### src/rtl/tpg_pkg.sv
package tpg_pkg;

  typedef enum logic [3:0] {
    PM_LIVE   = 4'h0,
    PM_ZERO   = 4'h1,
    PM_ONES   = 4'h2,
    PM_TOGGLE = 4'h3,
    PM_RAMP   = 4'h4,
    PM_FIXED  = 4'h6,
    PM_PAIR   = 4'h7,
    PM_DESKEW = 4'h8,
    PM_PRBS   = 4'hA,
    PM_SINE   = 4'hB
  } pat_mode_e;

  localparam int unsigned SINE_W = 14;

  // eight-point sine, 14-bit unsigned amplitude
  function automatic logic [SINE_W-1:0] sine_point(input logic [2:0] ph);
    logic [SINE_W-1:0] v;
    case (ph)
      3'd0:    v = 14'd0;
      3'd1:    v = 14'd2399;
      3'd2:    v = 14'd8192;
      3'd3:    v = 14'd13984;
      3'd4:    v = 14'd16383;
      3'd5:    v = 14'd13984;
      3'd6:    v = 14'd8192;
      default: v = 14'd2399;
    endcase
    return v;
  endfunction

endpackage

### src/rtl/tpg_phase.sv
module tpg_phase #(
  parameter int unsigned MODE_W = 4,
  parameter int unsigned CNT_W  = 16
) (
  input  logic              clk,
  input  logic              rst_n,
  input  logic [MODE_W-1:0] mode_sel,
  output logic              restart,
  output logic [CNT_W-1:0]  idx
);

  logic [MODE_W-1:0] mode_q;
  logic [CNT_W-1:0]  cnt_q;
  logic [CNT_W-1:0]  cnt_d;

  always_comb begin
    restart = (mode_sel != mode_q);
    idx     = restart ? '0 : cnt_q;
    cnt_d   = idx + CNT_W'(1);
  end

  always_ff @(posedge clk or negedge rst_n) begin
    if (!rst_n) begin
      mode_q <= '0;
      cnt_q  <= '0;
    end else begin
      mode_q <= mode_sel;
      cnt_q  <= cnt_d;
    end
  end

endmodule

### src/rtl/tpg_prbs.sv
module tpg_prbs #(
  parameter int unsigned   W    = 15,
  parameter int unsigned   TAP  = 14,
  parameter logic [W-1:0]  SEED = '1
) (
  input  logic         clk,
  input  logic         rst_n,
  input  logic         run,
  input  logic         restart,
  output logic [W-1:0] state
);

  logic [W-1:0] lfsr_q;
  logic [W-1:0] lfsr_d;
  logic         fb;

  always_comb begin
    state  = restart ? SEED : lfsr_q;
    fb     = state[W-1] ^ state[TAP-1];
    lfsr_d = {state[W-2:0], fb};
  end

  always_ff @(posedge clk or negedge rst_n) begin
    if (!rst_n) begin
      lfsr_q <= SEED;
    end else if (run) begin
      lfsr_q <= lfsr_d;
    end
  end

endmodule

### src/rtl/sample_pattern_gen.sv
module sample_pattern_gen #(
  parameter int unsigned SAMPLE_W  = 16,
  parameter int unsigned PAD_W     = 2,
  parameter int unsigned RAMP_LOG2 = 2,
  parameter int unsigned LFSR_W    = 15,
  parameter int unsigned LFSR_TAP  = 14,
  parameter logic [SAMPLE_W-1:0] DESKEW_WORD = 16'hAAA8
) (
  input  logic                clk,
  input  logic                rst_n,
  input  logic [3:0]          mode_sel,
  input  logic [SAMPLE_W-1:0] cust_a,
  input  logic [SAMPLE_W-1:0] cust_b,
  input  logic [SAMPLE_W-1:0] raw_in,
  output logic [SAMPLE_W-1:0] smp_out
);
  import tpg_pkg::*;

  localparam int unsigned PAT_W = SAMPLE_W - PAD_W;
  localparam int unsigned CNT_W = PAT_W + RAMP_LOG2;

  logic              restart;
  logic [CNT_W-1:0]  idx;
  logic [LFSR_W-1:0] prbs_state;
  logic              prbs_run;
  logic [PAT_W-1:0]  tog_even;
  logic [PAT_W-1:0]  sine_val;
  logic [SINE_W-1:0] sine_raw;
  logic [PAT_W-1:0]  pat;
  logic [SAMPLE_W-1:0] smp_d;
  logic [SAMPLE_W-1:0] smp_q;
  pat_mode_e         mode;

  assign mode     = pat_mode_e'(mode_sel);
  assign prbs_run = (mode == PM_PRBS);

  tpg_phase #(
    .MODE_W (4),
    .CNT_W  (CNT_W)
  ) u_phase (
    .clk      (clk),
    .rst_n    (rst_n),
    .mode_sel (mode_sel),
    .restart  (restart),
    .idx      (idx)
  );

  tpg_prbs #(
    .W    (LFSR_W),
    .TAP  (LFSR_TAP),
    .SEED ({LFSR_W{1'b1}})
  ) u_prbs (
    .clk     (clk),
    .rst_n   (rst_n),
    .run     (prbs_run),
    .restart (restart),
    .state   (prbs_state)
  );

  // alternating word: odd bit positions set, top bit first
  for (genvar b = 0; b < PAT_W; b++) begin : g_tog
    assign tog_even[b] = (b % 2) == 1;
  end

  assign sine_raw = sine_point(idx[2:0]);

  if (PAT_W == SINE_W) begin : g_sine_eq
    assign sine_val = sine_raw;
  end else if (PAT_W > SINE_W) begin : g_sine_wide
    assign sine_val = {sine_raw, {(PAT_W-SINE_W){1'b0}}};
  end else begin : g_sine_narrow
    assign sine_val = sine_raw[SINE_W-1 -: PAT_W];
  end

  always_comb begin
    case (mode)
      PM_ZERO:   pat = '0;
      PM_ONES:   pat = '1;
      PM_TOGGLE: pat = idx[0] ? ~tog_even : tog_even;
      PM_RAMP:   pat = idx[CNT_W-1 -: PAT_W];
      PM_FIXED:  pat = cust_a[SAMPLE_W-1 -: PAT_W];
      PM_PAIR:   pat = idx[0] ? cust_b[SAMPLE_W-1 -: PAT_W]
                              : cust_a[SAMPLE_W-1 -: PAT_W];
      PM_DESKEW: pat = DESKEW_WORD[SAMPLE_W-1 -: PAT_W];
      PM_PRBS:   pat = prbs_state[LFSR_W-1 -: PAT_W];
      PM_SINE:   pat = sine_val;
      default:   pat = '0;
    endcase
    if (mode == PM_LIVE) begin
      smp_d = raw_in;
    end else begin
      smp_d = {pat, {PAD_W{1'b0}}};
    end
  end

  always_ff @(posedge clk or negedge rst_n) begin
    if (!rst_n) begin
      smp_q <= '0;
    end else begin
      smp_q <= smp_d;
    end
  end

  assign smp_out = smp_q;

endmodule

### config.mk
export PLATFORM = sky130hd
export DESIGN_NAME = sample_pattern_gen
export DESIGN_NICKNAME = d
export VERILOG_FILES = /design/src/rtl/tpg_pkg.sv /design/src/rtl/tpg_phase.sv /design/src/rtl/tpg_prbs.sv /design/src/rtl/sample_pattern_gen.sv
export SDC_FILE = /design/constraint.sdc
export NUM_CORES = 1
export LEC_CHECK = 0
export ABC_CLOCK_PERIOD_IN_PS = 6360
export BUFFER_PORTS_ARGS = -buffer_cell sky130_fd_sc_hd__buf_2
export CORE_UTILIZATION = 58
export DETAILED_ROUTE_END_ITERATION = 16
export PLACE_DENSITY = 0.89
export SLEW_MARGIN = 20
export SYNTH_ARGS = -nofsm -noshare
export SYNTH_HDL_FRONTEND = slang
export SYNTH_HIERARCHICAL = 1
export SYNTH_SLANG_ARGS = --single-unit
### constraint.sdc
create_clock -name clk -period 6.36 [get_ports clk]
set_input_delay 0.954 -clock clk [delete_from_list [all_inputs] [get_ports clk]]
set_output_delay 0.954 -clock clk [all_outputs]
set_load 0.01 [all_outputs]
# Word-level counts from Yosys, hierarchy flattened
# Cells that the tools add are included.
dict set report classes {
  addsub 1
  n_mul 0
  div 0
  order_cmp 0
  eq_ne 14
  n_shift 0
  n_mux 7
  n_bitwise 1
  reduce_logical 4
}
# op count
set ops {}
lappend ops {{14-bit case mux with 8 select lines} 1}
lappend ops {{14-bit case mux with 4 select lines} 1}
lappend ops {{16-bit 2-to-1 mux} 2}
lappend ops {{14-bit 2-to-1 mux} 2}
lappend ops {{16-bit by 1-bit adder with 16-bit output, second input constant} 1}
lappend ops {{15-bit 2-to-1 mux} 1}
lappend ops {{4-bit by 3-bit == test with 1-bit output, second input constant} 3}
lappend ops {{4-bit == test, second input constant} 3}
lappend ops {{3-bit == test, second input constant} 3}
lappend ops {{4-bit by 2-bit == test with 1-bit output, second input constant} 2}
lappend ops {{3-bit by 2-bit == test with 1-bit output, second input constant} 2}
lappend ops {{4-bit logical NOT} 1}
lappend ops {{4-bit != test} 1}
lappend ops {{2-bit OR reduction} 2}
lappend ops {{3-bit logical NOT} 1}
lappend ops {{1-bit bitwise XOR} 1}
dict set report word_totals {
  register_bits 51
  latch_bits 0
  ramBits 0
  mem_bits_ro 0
  inputBits 54
  output_inout_bits 16
  elab_cells 31
  n_memories 0
}

# Logic depth before layout (Yosys ltp)
# Gate-level depths: netlist of run 1.
dict set report logic_depth {
  depth_word 7
  depth_mapped 11
  depth_no_buf 9
}

# Hierarchy
# The synthesis of run 1 kept the hierarchy.
# module n_inst cells_each area_each_um2 seq_area_each_um2
set by_module_without_submodules {}
lappend by_module_without_submodules {sample_pattern_gen 1 122 1201.2 400.4}
lappend by_module_without_submodules {tpg_phase 1 98 1013.5 500.5}
lappend by_module_without_submodules {tpg_prbs 1 51 758.2 394.1}

# Worst setup path after synthesis of run 1
# No wires, ideal clock.
dict set report synth_path {
  path_kind {input-to-reg}
  startpoint {input port mode_sel[2]}
  endpoint {register smp_q[10], in the netlist smp_out[10]}
  setup_time_ns 0.153
  arrival_ns 2.648
  t_required_ns 6.207
  path_slack_ns 3.559
  cell_stages 11
  n_path_buf 3
  cell_sequence {xnor2_1 > and4_1 > clkbuf_1 > nand2_1 > inv_1 > buf_4 > nand2_4 > buf_6 > mux2_4 > a222oi_1 > nand3_1}
}
dict set report synth_via {
  elab_chain_cells 7
  word_cells_on_any_way 25
  cone_classes {14 x eq/ne; 7 x mux; 4 x reduce/logical}
}
# element line_no
set synth_lines {}
lappend synth_lines {{from (decl)} sample_pattern_gen.sv:11} ;# input logic [3:0] mode_sel,
lappend synth_lines {{4-bit != test (*)} tpg_phase.sv:17} ;# restart = (mode_sel != mode_q);
lappend synth_lines {{16-bit 2-to-1 mux (*)} tpg_phase.sv:18} ;# idx = restart ? '0 : cnt_q;
lappend synth_lines {{named net idx[0]} sample_pattern_gen.sv:23} ;# logic [CNT_W-1:0] idx;
lappend synth_lines {{3-bit == test / 3-bit by 2-bit == test with 1-bit output (equally long branches)} tpg_pkg.sv:21} ;# case (ph)
lappend synth_lines {{2-bit OR reduction (no line)} --}
lappend synth_lines {{14-bit case mux with 4 select lines} tpg_pkg.sv:21}
lappend synth_lines {{14-bit case mux with 8 select lines (*)} sample_pattern_gen.sv:76} ;# case (mode)
lappend synth_lines {{16-bit 2-to-1 mux (*)} sample_pattern_gen.sv:89} ;# if (mode == PM_LIVE) begin
lappend synth_lines {{named net smp_d[10]} sample_pattern_gen.sv:30} ;# logic [SAMPLE_W-1:0] smp_d;
lappend synth_lines {{to (signal assigned)} sample_pattern_gen.sv:100} ;# smp_q <= smp_d;
lappend synth_lines {{to (decl)} sample_pattern_gen.sv:31} ;# logic [SAMPLE_W-1:0] smp_q;
# The timed path passes the listed nets; every way through them passes the cells marked *.
# A chain may end at the register's enable or synchronous reset.

# Worst setup path after layout of run 1
dict set report layout_path {
  startpoint {input port mode_sel[0]}
  endpoint {register u_phase.cnt_q[14]}
}
dict set report layout_via {
  elab_chain_cells 3
}
# element line_no
set layout_lines {}
lappend layout_lines {{4-bit != test} tpg_phase.sv:17}
lappend layout_lines {{16-bit 2-to-1 mux} tpg_phase.sv:18}
lappend layout_lines {{named net idx[0]} sample_pattern_gen.sv:23}
lappend layout_lines {{16-bit by 1-bit adder with 16-bit output} tpg_phase.sv:19} ;# cnt_d = idx + CNT_W'(1);
lappend layout_lines {{named net u_phase.cnt_d[14]} tpg_phase.sv:14} ;# logic [CNT_W-1:0] cnt_d;
lappend layout_lines {{to (signal assigned)} tpg_phase.sv:28} ;# cnt_q <= cnt_d;
lappend layout_lines {{to (decl)} tpg_phase.sv:13} ;# logic [CNT_W-1:0] cnt_q;
# The timed path passes the listed nets, and every way through them passes these cells.

==> results of run 1 <==
logic make-up (layout without fill, tap and decap cells):
kind of cell             after synthesis  after routing  synth area share
AND/OR/NAND/NOR                      114            114            0.2332
flip-flops                            51             51            0.4356
AO/OA/AOI/OAI                         33             33           0.08923
multiplexers                          29             29            0.1305
buffers and inverters                 24             82           0.05134
XOR/XNOR                              19             19           0.05598
adder cells (fa/ha/maj)                1              1          0.004208
path summary, 6_finish.rpt:
path / start / to / slack (ns) / cells after the start
max in group asynchronous: rst_n / u_phase/cnt_q[7]$_DFF_PN0_ / 5.30 / 1
worst max register to register: u_phase/mode_q[0]$_DFF_PN0_ / u_phase/cnt_q[14]$_DFF_PN0_ / 3.54 / 9
worst max-delay path: mode_sel[0] / u_phase/cnt_q[14]$_DFF_PN0_ / 2.98 / 10
worst min register to register: u_prbs/lfsr_q[0]$_DFFE_PN1P_ / u_prbs/lfsr_q[0]$_DFFE_PN1P_ / 0.49 / 2
worst min-delay path: u_prbs/lfsr_q[0]$_DFFE_PN1P_ / u_prbs/lfsr_q[0]$_DFFE_PN1P_ / 0.49 / 2
min in group asynchronous: rst_n / smp_out[3]$_DFF_PN0_ / 0.65 / 1
where the power goes:
part,internal (µW),switching (µW),total [µW]
registers,348,7.70,356
logic,44.9,50.8,95.7
clock network,157,101,258
worst min-delay path: cells and delay by family (launching register included):
kind / cells / cell delay (ns)
flip-flops: 1 / 0.38
AO/OA/AOI/OAI: 1 / 0.07
buffers and inverters: 1 / 0.04
metrics by stage:
stage                     total power [µW]  instance area [µm²]    util  hold slack (ns)
after floorplan                      418.0                 2973       -           0.4610
after global placement               453.2                 3277  0.6803           0.4768
after detailed placement             456.6                 3277  0.6803           0.4793
after CTS                            711.2                 3410  0.7078           0.4923
after global routing                 736.1                 3412  0.7083           0.5066
final                                709.1                 3412  0.7083           0.4923
placed cells by master (no fill, tap or decap), types with 3 or more instances in the layout:
master | Yosys | final
dfrtp_1 | 36 | 36
nor2_2 | 4 | 4
nand2b_1 | 4 | 4
nor3_1 | 7 | 7
nor2_1 | 13 | 13
nand2_1 | 21 | 21
mux2_1 | 3 | 3
o21ai_0 | 3 | 3
a21oi_1 | 4 | 4
or2_1 | 6 | 6
buf_2 | 5 | 64
dfstp_2 | 15 | 15
mux2_2 | 7 | 7
nand3_1 | 12 | 12
o211ai_1 | 4 | 4
inv_1 | 7 | 7
xor2_1 | 6 | 6
nand3b_1 | 6 | 6
clkbuf_8 | 0 | 5
a222oi_1 | 13 | 13
nor4_1 | 4 | 4
and2_1 | 14 | 14
mux2_4 | 17 | 17
buf_4 | 2 | 3
xnor2_1 | 13 | 13
or2_4 | 8 | 8
nand4_1 | 4 | 4
state kept, by name, summed over array words and instances (netlist names):
name and flops:
u_prbs/lfsr_q 15, smp_out 16, u_phase/mode_q 4, u_phase/cnt_q 16
layer usage:
layer | wire [µm] | track usage | share of wire | vias up
met2 | 3262 | 0.4241 | 0.50 | 108
met3 | 423 | 0.04527 | 0.065 | 14
met5 | 0 | 0 | 0 | -
met4 | 148 | 0.1239 | 0.023 | 0
li1 | - | - | - | 1082
met1 | 2667 | 0.3262 | 0.41 | 1093
cell type report:
class                      instances  area, µm²  share of cell area
multi-input combinational        196       1531              0.4488
tap                               67      83.83             0.02457
clock inverter                     2      60.06             0.01760
inverter                           7      26.28            0.007701
sequential                        51       1295              0.3795
timing repair buffer              67      342.8              0.1005
clock buffer                       6      72.57             0.02127
==> results.cfg, run 1 <==
[pwr]
vdd_ir_drop_max_v = 0.0001279
power_density_nw_per_um2 = 207.8
leakagePower_uw = 0.001486

[sta]
timing.fmax_mhz = 295.7
setup_viol = 0
finalCriticalPeriod_ns = 3.381
setup_ws_ns = 2.979
skew_ns = 0.006304
max_slew_margin = 0.3628
worst_pin_slew_ns = 0.9523
final_min_period_over_clock_period = 0.5316
tns_ns = 0
slew_violations = 0
rsz0062_at_grt = false
hold_viol_final = 0

[hold_path]
hold_path.class = register to register

[drt]
wl_per_cell_um = 16.42
via_per_inst = 5.801
ant_nets = 0
firstDrtPassIters = 7
wirelength_um = 6501
drt_iter0_drc = 189
vias = 2297
drc = 0

[die]
ioPinCount = 70
core-area_um2 = 4817
die_x_um = 73.60
rows = 25
start_util = 0.6171
die-height_um = 73.60
die_area_um2 = 5416

[logic_synthesis]
synth-edff-count = 0
synth_flop_cell = dfrtp_1
ys_seq_area_frac = 0.4356
yosys.cell_types.count = 49
ys_seq_elements = 51
ys_top_cells_by_count = dfrtp_1 (36), nand2_1 (21), mux2_4 (17)
synth_top_area_cell = dfrtp_1
netlist_area_um2 = 2973
synth_top_cell_area_share = 0.3030
ys_top_cells_by_area = dfrtp_1 (30%), dfstp_2 (13%), mux2_4 (8.6%)
async_flop_share = 1.000
synth_warnings = 6
yosysMostFrequentCell = dfrtp_1
syn_area_per_cell_um2 = 10.97
syn_nets = 326
syn_inst = 271

[clocking]
cts-root-buf = clkbuf_8
post_cts_resized = 0
cts_made_buffers = 5
cts_tree = built
cts_buffer_depth = 2
hold_buffers = 0
h-tree-depth = 2
clock_latency_ns = 0.30
worst_setup_hold_path_clk_slew_ns = 0.08
clock_sinks = 51
cts_setup_buffers = 0

[global_route]
grt_pass1_vias = 2175
grt_max_degree = 52
grt_pass1_wl_um = 10230
grt_usage = 0.2568
antenna_found_initial = 0
grt_remaining_overflow = 0

[flow_run]
maxCapViolations = 0

[setup_path]
cp_cell_sequence = buf_2 -> xnor2_1 -> and4_1 -> nand2_1 -> inv_1 -> ha_1 -> nand4_1 -> nor4_1 -> xnor2_1 -> nor2_2
worstPathMaxFanout = 15
cp.required_ns = 6.52
cp_num_buf_inv = 2
cp-start-kind = input port
critPathTopFamily = simple AND/OR/NAND/NOR gates
worstPathArrival_ns = 3.54
endpoint_kind = register
cp_common_cell = xnor2_1
critical_path.max_stage_delay_ns = 0.50
path_class = input port to register
critPathSlowestCell = and4_1

[outcome]
status = finished, final reports clean

[cells_and_area]
syn2layout_area_growth_pct = 14.77
nNetsFinal = 383
fillCellCount = 388
num_antenna_cells = 0
fin_cells = 396
drive_gt1_frac = 0.4012

[place]
dp_hpwl_um = 4645
place_inst = 388
place_ws_ns = 2.753
gp_congestion = 0.9105
port_buffers = 65
Note: power is estimated with default switching activity, not from simulation.
==> inputs of run 2 (changes only) <==
--- a/config.mk
+++ b/config.mk
@@ -5,11 +5,11 @@
 export SDC_FILE = /design/constraint.sdc
 export NUM_CORES = 1
 export LEC_CHECK = 0
-export ABC_CLOCK_PERIOD_IN_PS = 6360
+export ABC_CLOCK_PERIOD_IN_PS = 3500
 export BUFFER_PORTS_ARGS = -buffer_cell sky130_fd_sc_hd__buf_2
-export CORE_UTILIZATION = 58
+export CORE_UTILIZATION = 54
 export DETAILED_ROUTE_END_ITERATION = 16
-export PLACE_DENSITY = 0.89
+export PLACE_DENSITY = 0.84
 export SLEW_MARGIN = 20
 export SYNTH_ARGS = -nofsm -noshare
 export SYNTH_HDL_FRONTEND = slang
==> constraint.sdc (replaced) <==
create_clock -name clk -period 3.5 [get_ports clk]
set_input_delay 0.525 -clock clk [delete_from_list [all_inputs] [get_ports clk]]
set_output_delay 0.525 -clock clk [all_outputs]
set_load 0.01 [all_outputs]
==> run 2 against run 1 <==
- via count rose by 1.6%
- hold slack worse by 0.28 ns
- critical path type unchanged
- wire length decreased by 2.4%
- die area is 7.2% higher
==> results.cfg, run 2 (synthesis results as in run 1) <==
[cells_and_area]
final_common_cell = buf_2
syn2layout_area_growth_pct = 14.77
num_antenna_cells = 0
fin_cells = 404
fin_util = 0.6555
drive_gt1_frac = 0.4102
design_area_um2 = 3412
layout_common_cells = buf_2 (64), dfrtp_1 (36), nand2_1 (21)
nNetsFinal = 388

[global_route]
antenna_found_initial = 0
grt_pass1_wl_um = 10450
grt_remaining_overflow = 0
grt_usage = 0.2346
grt_max_degree = 50
grt_pass1_vias = 2240

[clocking]
hold_buffers = 0
cts-root-buf = clkbuf_8
cts_setup_buffers = 0
worst_setup_hold_path_clk_slew_ns = 0.09
cts_made_buffers = 5
cts_buffer_depth = 2
h-tree-depth = 2
clock_sinks = 51
clock_latency_ns = 0.31
cts_tree = built
post_cts_resized = 0

[drt]
firstDrtPassIters = 6
drt_iter0_drc = 185
vias = 2333
wirelength_um = 6346
via_per_inst = 5.775
wl_per_cell_um = 15.71
ant_nets = 0
drc = 0

[setup_path]
critPathSlowestCell = and4_1
worstPathMaxFanout = 15
path_class = input port to register
cp_common_cell = xnor2_1
r2r_end = u_phase/cnt_q[14]$_DFF_PN0_
reg2regPathDepth = 8
timing.rr.start = u_phase/mode_q[3]$_DFF_PN0_
cp_cell_sequence = buf_2 -> xnor2_1 -> and4_1 -> and2_1 -> ha_1 -> nand4_1 -> nor4_1 -> xnor2_1 -> nor2_2
worstPathArrival_ns = 2.80
cp-start-kind = input port
ff2ff_setup_slack_ns = 1.00
endpoint_kind = register
cp.required_ns = 3.68
critical_path.max_stage_delay_ns = 0.47

[sta]
skew_ns = 0.005571
slew_violations = 0
tns_ns = 0
rsz0062_at_grt = false
timing.fmax_mhz = 382.1
final_min_period_over_clock_period = 0.7478
setup_viol = 0
worst_pin_slew_ns = 0.9715
max_slew_margin = 0.3499
finalCriticalPeriod_ns = 2.617
hold_viol_final = 0

[die]
rows = 26
start_util = 0.5712
die_area_um2 = 5806
core-area_um2 = 5205
die_x_um = 76.20
die-height_um = 76.20
ioPinCount = 70

[hold_path]
hold_path.class = input port to asynchronous set/reset pin

[pwr]
power_density_nw_per_um2 = 341.6
leakagePower_uw = 0.001492
vdd_ir_drop_max_v = 0.0002329
finalPower_uw = 1166

[place]
port_buffers = 65
gp_congestion = 0.8783
place_area_um2 = 3318
place_inst = 396
dp_hpwl_um = 4652

[outcome]
status = finished, final reports clean

[flow_run]
maxCapViolations = 0
run 2: cell type report:
cell class                 instances  area (µm²)
fill                             433        1793
multi-input combinational        196        1531
sequential                        51        1295
timing repair buffer              72       380.4
tap                               70       87.58
clock buffer                       7       86.33
inverter                           7       26.28
clock inverter                     1       5.005
run 2: through the flow:
step	hold WS, ns	worst slack, ns
after floorplan	0.2294	1.128
after global placement	0.4698	0.6341
after detailed placement	0.4714	0.5631
after CTS	0.4272	0.8659
after global routing	0.2543	0.7098
final	0.2167	0.8827
run 2: power breakdown:
part           switching (µW)  total, µW  internal [µW]
Combinational            92.1        177           85.0
Sequential               13.4        646            632
Clock                     183        343            160
run 2: per-layer routing:
layer	wire [µm]	vias up	share of wire	track usage
met3	411	7	0.065	0.04192
met1	2714	1135	0.43	0.3086
met5	0	-	0	0
met2	3140	92	0.49	0.3855
met4	80	0	0.013	0.09231
li1	-	1099	-	-
run 2: worst max path at each step:
stage | from | endpoint
CTS | mode_sel[0] | u_phase/cnt_q[14]$_DFF_PN0_
floorplan | mode_sel[2] | smp_out[10]$_DFF_PN0_
finish | mode_sel[3] | u_phase/cnt_q[14]$_DFF_PN0_
global route | mode_sel[0] | u_phase/cnt_q[14]$_DFF_PN0_
detailed placement | mode_sel[3] | u_phase/cnt_q[14]$_DFF_PN0_
global placement | mode_sel[0] | smp_out[5]$_DFF_PN0_
run 2: worst max-delay path, delay by kind of cell:
family	cells	cell delay (ns)
simple gates	5	1.34
xor+xnor	2	0.35
fa+ha+maj	1	0.31
buf+inv	1	0.26
==> inputs of run 3 (changes only) <==
--- a/config.mk
+++ b/config.mk
@@ -5,11 +5,12 @@
 export SDC_FILE = /design/constraint.sdc
 export NUM_CORES = 1
 export LEC_CHECK = 0
-export ABC_CLOCK_PERIOD_IN_PS = 3500
+export ABC_AREA = 1
+export ABC_CLOCK_PERIOD_IN_PS = 2100
 export BUFFER_PORTS_ARGS = -buffer_cell sky130_fd_sc_hd__buf_2
-export CORE_UTILIZATION = 54
+export CORE_UTILIZATION = 51
 export DETAILED_ROUTE_END_ITERATION = 16
-export PLACE_DENSITY = 0.84
+export PLACE_DENSITY = 0.82
 export SLEW_MARGIN = 20
 export SYNTH_ARGS = -nofsm -noshare
 export SYNTH_HDL_FRONTEND = slang
==> constraint.sdc (replaced) <==
create_clock -name clk -period 2.1 [get_ports clk]
set_input_delay 0.315 -clock clk [delete_from_list [all_inputs] [get_ports clk]]
set_output_delay 0.315 -clock clk [all_outputs]
set_load 0.01 [all_outputs]
==> run 3 against run 2 <==
- the flow now finishes with violations (hold timing)
- utilization shrank 4.3 points
- global-route usage grew 1.5 points
- combinational power grew to 2.6 times the previous value
- critical endpoint is now u_phase/cnt_q[8]$_DFF_PN0_
- final area grew 21%
- highest routed layer unchanged
- clock-buffer cell count is the same
- largest cell class unchanged
==> results.cfg, run 3 <==
[outcome]
status = finished with violations
violations = hold timing

[die]
ioPinCount = 70
rows = 30
core-area_um2 = 6756
start_util = 0.5278
die-height_um = 85.62
die_area_um2 = 7331
die_x_um = 85.62

[global_route]
grt_remaining_overflow = 0
grt_pass1_vias = 3260
antenna_found_initial = 0
grt_usage = 0.2498
grt_pass1_wl_um = 14570
grt_max_degree = 29

[pwr]
power_density_nw_per_um2 = 528.5
leakagePower_uw = 0.002281
vdd_ir_drop_max_v = 0.0003965
finalPower_uw = 2189

[cells_and_area]
fillCellCount = 606
num_antenna_cells = 0
fin_cells = 661
nNetsFinal = 635
layout_common_cells = nand2_1 (193), buf_2 (65), inv_1 (59)
multiInputGateArea_um2 = 1883
drive_gt1_frac = 0.3064
syn2layout_area_growth_pct = 16.14
design_area_um2 = 4141
fin_util = 0.6130
final_common_cell = nand2_1
regArea_um2 = 1295

[sta]
timing.fmax_mhz = 512.5
max_slew_margin = 0.5879
hold_viol_final = 2
whs_ns = -0.008956
finalCriticalPeriod_ns = 1.951
slew_violations = 0
worst_pin_slew_ns = 0.6175
setup_viol = 0
final_min_period_over_clock_period = 0.9291
rsz0062_at_grt = false
skew_ns = 0.009501

[clocking]
cts-root-buf = clkbuf_8
clock_latency_ns = 0.31
cts_buffer_depth = 2
clock_sinks = 51
cts_tree = built
worst_setup_hold_path_clk_slew_ns = 0.09
cts_setup_buffers = 0
h-tree-depth = 2
cts_made_buffers = 5

[logic_synthesis]
yosys.cell_types.count = 35
synth_warnings = 6
ys_seq_elements = 51
ys_top_cells_by_area = dfrtp_1 (25%), nand2_1 (20%), dfstp_2 (11%)
ys_top_cells_by_count = nand2_1 (193), inv_1 (62), nor2_1 (44)
syn_inst = 501
synth_flop_cell = dfrtp_1
syn_nets = 556
synth_top_area_cell = dfrtp_1
async_flop_share = 1.000
synth-edff-count = 0
netlist_area_um2 = 3566
syn_area_per_cell_um2 = 7.118
synth_top_cell_area_share = 0.2526
ys_seq_area_frac = 0.3632
yosysMostFrequentCell = nand2_1

[setup_path]
cp_cell_sequence = inv_1 -> nand2_1 -> nand2_1 -> nor2_4 -> nand2_4 -> inv_2 -> nand2_2 -> inv_2 -> ha_1 -> inv_1 -> nor2_1 -> nand2_1 -> xor2_1
ff2ff_setup_slack_ns = 0.15
crit_path_end = u_phase/cnt_q[8]$_DFF_PN0_
endpoint_kind = register
timing.rr.start = u_phase/mode_q[2]$_DFF_PN0_
path_class = register to register
reg2regPathDepth = 13
cp-start-kind = register
critical_path.max_stage_delay_ns = 0.36
cp_common_cell = nand2_1
r2r_end = u_phase/cnt_q[8]$_DFF_PN0_
worstPathArrival_ns = 2.14
cp.required_ns = 2.29
critPathLaunch = u_phase/mode_q[2]$_DFF_PN0_
worstPathMaxFanout = 5
critPathSlowestCell = dfrtp_1

[drt]
drc = 0
firstDrtPassIters = 5
ant_nets = 0
wl_per_cell_um = 12.99
drt_iter0_drc = 214
via_per_inst = 5.138
wirelength_um = 8588
vias = 3396

[flow_run]
maxCapViolations = 0

[place]
dp_hpwl_um = 6968
port_buffers = 65
gp_congestion = 0.9123
place_inst = 653
place_area_um2 = 4036

[hold_path]
hold_path.class = input port to asynchronous set/reset pin
-- run 3: changes by cell type after synthesis, sizes merged, moves of 7 or more --
cell    previous run  this run
or2               15         1
nor2              17        65
mux2              27         0
nand2             22       214
inv                7        66
nand3             13        41
nand4              5        12
a222oi            13         0
xnor2             13         1
and2              15         0
o21ai              3        20
-- run 3: layout make-up --
cell class	count	area share
inverters	67	0.06103
clock inverters	1	0.002115
multi-input cells	369	0.4547
well taps	80	0.02417
flip-flops and latches	51	0.3127
repair buffers	86	0.1245
clock buffers	7	0.02085
-- run 3: cell families (layout without fill, tap and decap cells) --
kind of cell	count (synthesis)	in the layout	share of synthesized area
buffers and inverters	81	161	0.1109
AO/OA/AOI/OAI	25	25	0.04632
flip-flops	51	51	0.3632
XOR/XNOR	5	5	0.01228
adder cells (fa/ha/maj)	1	1	0.003508
AND/OR/NAND/NOR	338	338	0.4639
-- run 3: repair_timing --
item                       CTS  global route
setup endpoints to repair    0            16
hold buffers                 0             0
gates resized for setup      0             6
-- run 3: worst min path at each step --
stage                      from                         end  depth (start not counted)
final                     rst_n  u_phase/cnt_q[4]$_DFF_PN0_                          1
after global routing      rst_n  u_phase/cnt_q[4]$_DFF_PN0_                          1
after CTS                 rst_n  u_phase/cnt_q[4]$_DFF_PN0_                          1
after detailed placement  rst_n  u_phase/cnt_q[8]$_DFF_PN0_                          1
after global placement    rst_n  u_phase/cnt_q[7]$_DFF_PN0_                          1
after floorplan           rst_n        smp_out[0]$_DFF_PN0_                          0
-- run 3: power breakdown --
part / switching (µW) / internal, µW
sequential: 26.0 / 1110
clock: 320 / 270
combinational: 294 / 173
-- run 3: per-layer routing --
layer,routed length [µm],global-route usage
met1,3813,0.3372
met2,4049,0.4073
met3,431,0.03465
met4,293,0.09848
met5,0,0
-- run 3: worst max-delay path, delay by kind of cell, from the launching register on --
family	cells	cell delay, ns
buffers and inverters	4	0.31
adder cells (fa/ha/maj)	1	0.19
AND/OR/NAND/NOR	7	0.81
XOR/XNOR	1	0.16
flip-flops	1	0.36
-- run 3: metrics by stage --
stage / TNS [ns] / setup WS, ns
2_1_floorplan: 0 / 0.1550
3_3_place_gp: 0 / 0.05800
3_5_place_dp: -0.01998 / -0.01998
4_1_cts: 0 / 0.02840
5_1_grt: 0 / 0.02566
6_report: 0 / 0.1488
